`src/rtl/updn_pkg.sv`:
```
package updn_pkg;

    typedef enum logic {
        ST_PRESET = 1'b0,
        ST_RUN    = 1'b1
    } phase_e;

    typedef enum logic [1:0] {
        STEP_HOLD = 2'd0,
        STEP_UP   = 2'd1,
        STEP_DOWN = 2'd2
    } step_e;

endpackage

```
`src/rtl/updn_phase_ctrl.sv`:
```
module updn_phase_ctrl
    import updn_pkg::*;
(
    input  logic   clk,
    input  logic   load_n,
    input  logic   cnt_en_n,
    input  logic   down,
    output phase_e phase,
    output step_e  step
);

    phase_e state_q;
    phase_e state_d;

    // State register: preset forces PRESET asynchronously.
    always_ff @(posedge clk or negedge load_n) begin
        if (!load_n) begin
            state_q <= ST_PRESET;
        end else begin
            state_q <= state_d;
        end
    end

    always_comb begin
        state_d = state_q;
        unique case (state_q)
            ST_PRESET: state_d = ST_RUN;
            ST_RUN:    state_d = ST_RUN;
            default:   state_d = ST_PRESET;
        endcase
    end

    // Output decode: the step applied at the coming edge.
    always_comb begin
        step = STEP_HOLD;
        unique case (state_q)
            ST_PRESET: step = STEP_HOLD;
            ST_RUN: begin
                if (!cnt_en_n) begin
                    step = down ? STEP_DOWN : STEP_UP;
                end
            end
            default: step = STEP_HOLD;
        endcase
    end

    assign phase = state_q;

endmodule

```
`src/rtl/updn_toggle_chain.sv`:
```
module updn_toggle_chain
    import updn_pkg::*;
#(
    parameter int W = 4
) (
    input  logic [W-1:0] cur,
    input  step_e        step,
    output logic [W-1:0] nxt
);

    logic [W-1:0] tog;
    logic         go;
    logic         up;

    assign go     = (step != STEP_HOLD);
    assign up     = (step == STEP_UP);
    assign tog[0] = go;

    // Bit i flips when every lower bit sits at its terminal level.
    generate
        for (genvar i = 1; i < W; i++) begin : g_tog
            assign tog[i] = tog[i-1] & (up ? cur[i-1] : ~cur[i-1]);
        end
    endgenerate

    assign nxt = cur ^ tog;

endmodule

```
`src/rtl/updn_cascade_out.sv`:
```
module updn_cascade_out #(
    parameter int W = 4
) (
    input  logic         clk,
    input  logic         cnt_en_n,
    input  logic         down,
    input  logic [W-1:0] cur,
    output logic         term,
    output logic         ripple_n
);

    logic at_top;
    logic at_bottom;

    assign at_top    = &cur;
    assign at_bottom = ~|cur;
    assign term      = down ? at_bottom : at_top;
    assign ripple_n  = ~(term & ~cnt_en_n & ~clk);

endmodule

```
`src/rtl/updn_counter.sv`:
```
module updn_counter
    import updn_pkg::*;
#(
    parameter int W = 4
) (
    input  logic         clk,
    input  logic         load_n,
    input  logic         cnt_en_n,
    input  logic         down,
    input  logic [W-1:0] pdata,
    output logic [W-1:0] count,
    output logic         term,
    output logic         ripple_n
);

    phase_e       phase;
    step_e        step;
    logic         running;
    logic         preset_path;
    logic [W-1:0] cnt_q;
    logic [W-1:0] cnt_nxt;

    updn_phase_ctrl u_ctrl (
        .clk      (clk),
        .load_n   (load_n),
        .cnt_en_n (cnt_en_n),
        .down     (down),
        .phase    (phase),
        .step     (step)
    );

    updn_toggle_chain #(.W(W)) u_chain (
        .cur  (cnt_q),
        .step (step),
        .nxt  (cnt_nxt)
    );

    assign running     = (phase == ST_RUN);
    assign preset_path = !load_n || !running;

    // Preset data captured while in the preset path; otherwise step.
    always_ff @(posedge clk) begin
        if (preset_path) begin
            cnt_q <= pdata;
        end else begin
            cnt_q <= cnt_nxt;
        end
    end

    assign count = preset_path ? pdata : cnt_q;

    updn_cascade_out #(.W(W)) u_out (
        .clk      (clk),
        .cnt_en_n (cnt_en_n),
        .down     (down),
        .cur      (count),
        .term     (term),
        .ripple_n (ripple_n)
    );

endmodule

```
`config.mk`:
```
export PLATFORM = sky130hd
export DESIGN_NAME = updn_counter
export DESIGN_NICKNAME = d
export VERILOG_FILES = /design/src/rtl/updn_pkg.sv /design/src/rtl/updn_phase_ctrl.sv /design/src/rtl/updn_toggle_chain.sv /design/src/rtl/updn_cascade_out.sv /design/src/rtl/updn_counter.sv
export SDC_FILE = /design/constraint.sdc
export NUM_CORES = 1
export LEC_CHECK = 0
export BUFFER_PORTS_ARGS = -buffer_cell sky130_fd_sc_hd__buf_4
export CAP_MARGIN = 20
export CORE_AREA = 2 2 39 41
export DETAILED_ROUTE_END_ITERATION = 6
export DIE_AREA = 0 0 41 43
export GPL_TIMING_DRIVEN = 0
export MAX_ROUTING_LAYER = met4
export PLACE_DENSITY_LB_ADDON = 0.2
export SKIP_LAST_GASP = 1
export SLEW_MARGIN = 40
export SYNTH_ARGS = -nofsm -noshare
export SYNTH_HDL_FRONTEND = slang
export SYNTH_SLANG_ARGS = --single-unit
```
`constraint.sdc`:
```
create_clock -name clk -period 1.63 [get_ports clk]
set_input_delay 0 -clock clk [delete_from_list [all_inputs] [get_ports clk]]
set_output_delay 0 -clock clk [all_outputs]
set_load 0.01 [all_outputs]
```
; After elaboration in Yosys (flattened, before gate mapping)
; Cells that the tools add are included.
[op_classes]
eq_ne = 1
mux = 9
bitwise_logic = 13
reduce_logical = 7
[ops]
columns = cell, count
row1 = two-way mux 4 bit, 2
row2 = inverter 1 bit, 7
row3 = bitwise AND 1 bit, 5
row4 = two-way mux 1 bit, 4
row5 = two-way mux 2 bit, 2
row6 = case mux 2 bit (2 select lines), 1
row7 = AND reduction 4 bit, 1
row8 = OR reduction 4 bit, 1
row9 = bitwise XOR 4 bit, 1
row10 = logical NOT 1 bit, 3
row11 = "== test 2 x 1 -> 1 bit, second input constant", 1
row12 = nonzero test 2 bit, 1
row13 = logical OR 1 bit, 1
[totals]
register_bits = 5
input_bits = 8

; Logic depth before layout (Yosys ltp)
[logic_depth]
depth_word = 10
depth_mapped = 5
ltp_nobuf = 4

; Cells and area by module
; From an unflattened synthesis, not the netlist that was laid out.
[unflattened]
cells_unflattened = 35
hier_area_um2 = 367.9
[modules_own_cells]
columns = module, n_inst, cells_per_inst, area_per_inst_um2
row1 = updn_counter, 1, 13, 176.4
row2 = updn_toggle_chain, 1, 12, 90.1
row3 = updn_cascade_out, 1, 6, 51.3
row4 = updn_phase_ctrl, 1, 4, 50.0

==> metrics.md <==
| Metric | Value |
|---|---|
| Largest net degree at the start of global routing | 10 |
| Slowest Stage Delay on Critical Path | 430 ps |
| Req. time, crit path | 1630 ps |
| CTS tree | done |
| Synth top area cells | dfxtp_1 21%, xnor2_1 7.0%, dfrtp_1 6.6%, buf_6 6.0%, nand2_1 6.0% |
| Share of cells above drive strength 1 | 39.1% |
| Nets | 78 |
| Port bufs | 13 |
| CP bufs+invs | 1 |
| Antenna violations before repair | 0 |
| Final GP Congestion | 0.654 |
| Cell Area, Synth | 378 sq um |
| Critical path startpoint | u_ctrl.phase |
| Area leader, netlist | dfxtp_1 |
| Setup ws final | -100 ps |
| Routed length per instance | 11.3 um |
| Fmax | 0.578 GHz |
| Post-Syn Area per Cell | 8.59 sq um |
| Static Leakage | 0.258 nW |
| Clk_lat worst skew | 370 ps |
| Max VDD drop | 387 uV |
| DRC | 0 |
| Die H | 43 um |
| HP Start | pdata[0] |
| Die X | 41 um |
| CP max stage cell | dfrtp_2 |
| Ant diodes | 0 |
| Core footprint | 1380 sq um |
| Via count | 416 |
| Yosys cell types | 26 |
| RSZ-0062 raised after global routing | true |
| Cell Rows | 14 |
| Worst path arrival time | 1730 ps |
| Drt total wl | 961 um |
| Tot Pwr | 0.530 mW |
| Clock-pin slew on the worst setup and hold paths | 50 ps |
| Syn-to-layout area delta | 57.0% |
| CP endpoint kind | output port |
| CP cell instances | a21bo_1 -> a22o_1 -> o32ai_2 -> nand2_1 -> buf_6 |
| # setup viols final | 3 |
| Setup Slack @ Placement | 204 ps |
| Power Dens Cells | 894 nW/um^2 |
| First-pass GRT wire length | 1640 um |
| CP Class | flop to output port |
| Pins Over Slew Limit | 0 |
| Status | finished, violations left |
| Max FO, Critical Path | 6 |
| Post-Route Skew | 4.33 ps |
| Critical path's top delay family | compound AO/OA/AOI/OAI gates |
| Reg2reg start | cnt_q[0] |
| Half-perimeter wire length after placement | 657 um |
| Post-route ant nets | 0 |
| Post-layout min period | 1730 ps |
| #FFs+latches synth | 5 |
| Vias in the first global route | 416 |
| Synthesis Warnings | 0 |
| Syn nets | 52 |
| Final Cycle Share | 106% |
| Worst min path class | primary input to flop |
| Gr usage total | 17.1% |
| Register area share after synthesis | 27.8% |
| Post-synth top area share | 21.2% |
| Failing checks | setup timing |
| First DRT Iteration DRCs | 2 |
| Vias per inst | 4.89 |
| Starting Density | 27.3% |
| Die footprint | 1760 sq um |
| Critical Path Start Type | flop |
| DRT Pass-1 Iters | 2 |
| I/O Pins | 14 |
| Maxcap violations | 0 |
| WHS | 47.1 ps |
| Final hold viol count | 0 |
| Synthesized instance count | 44 |
| Grt ovf | 0 |
==> area by class of cell <==
cell class,count,area (sq um)
fill,155,791
clock buffer,8,60.1
buffer,1,11.3
tap,16,20.0
sequential,5,106
timing repair buffer,18,145
multi-input combinational,37,250
==> worst reg2reg max path: stages (launching register included) <==
cell and delay (ps):
dfxtp_1 350, or3b_1 400, a211oi_2 310, a21oi_1 110, a31oi_1 140
==> report_power, final <==
group | leakage (nW) | internal (mW) | total [mW] | switching [mW]
Sequential | 0.0444 | 0.135 | 0.150 | 0.0146
Clock | 0.0369 | 0.179 | 0.266 | 0.0871
Combinational | 0.176 | 0.0652 | 0.114 | 0.0493
Total | 0.258 | 0.379 | 0.530 | 0.151
==> state kept, by name, indices dropped and copies added, names as in the netlist <==
signal / cells
u_ctrl.phase: 1
cnt_q: 4
==> layout by cell type, fill, tap and decap left out, types with 2 or more instances in the layout <==
master and n:
nor2_1 3, dlygate4sd3_1 4, xnor2_1 3, a31oi_1 2
a21oi_1 2, o21ai_0 2, buf_4 14, nand3_1 3
dfxtp_1 4, nand2_1 6, clkbuf_4 6, buf_6 2
==> metal layers <==
metal / vias up / share of wire, % / GRT usage [%]
met3: 4 / 7.6 / 17.8
met1: 184 / 39 / 12.5
li1: 214 / - / -
met4: 0 / 3.4 / 18.7
met5: - / 0 / -
met2: 14 / 50 / 20.3
==> synth_stat cells (all sizes together) <==
| cell | count |
|---|---|
| a21bo | 2 |
| a22o | 1 |
| o32ai | 1 |
| dfxtp | 4 |
| or3b | 1 |
| conb | 1 |
| a31oi | 2 |
| a21oi | 2 |
| dfrtp | 1 |
| nor3b | 1 |
| xor2 | 1 |
| nand3 | 3 |
| nor2 | 3 |
| nand3b | 1 |
| buf | 2 |
| nand2 | 6 |
| mux2 | 1 |
| nor4bb | 1 |
| a211oi | 2 |
| nand4 | 1 |
| o21ai | 3 |
| xnor2 | 3 |
| and4 | 1 |
==> metrics by stage <==
stage,cell area [sq um],setup TNS (ps),util (%),std cells
3_3_place_gp,495,0,35.8,73
4_1_cts,603,-289,43.6,86
3_5_place_dp,495,0,35.8,73
6_report,593,-140,42.9,85
2_1_floorplan,378,0,-,44
5_1_grt,593,-330,42.9,85
==> kinds of logic after synthesis <==
family	count (synthesis)	share of synthesized area (%)
buffers and inverters	2	5.96
AO/OA/AOI/OAI	13	27.2
other	1	0.992
XOR/XNOR	4	9.27
multiplexers	1	2.98
flip-flops	5	27.8
AND/OR/NAND/NOR	18	25.8
==> worst paths after layout <==
kind	endpoint	slack, ps	cells past startpoint
max	ripple_n	-100	5
min	cnt_q[0]	50	3
max reg2reg	cnt_q[3]	240	4
min reg2reg	cnt_q[2]	490	1
max in group asynchronous	u_ctrl.phase	1020	3
min in group asynchronous	u_ctrl.phase	490	3
==> repair_timing <==
action / CTS / global route
hold buffers: 4 / 0
setup buffers: 2 / 0
pin swaps: 4 / 4
endpoints found under the setup margin: 3 / 4
hold endpoints to repair: 5 / 0
resized for setup: 1 / 1
No activity file was read; power rests on OpenSTA's default activity.
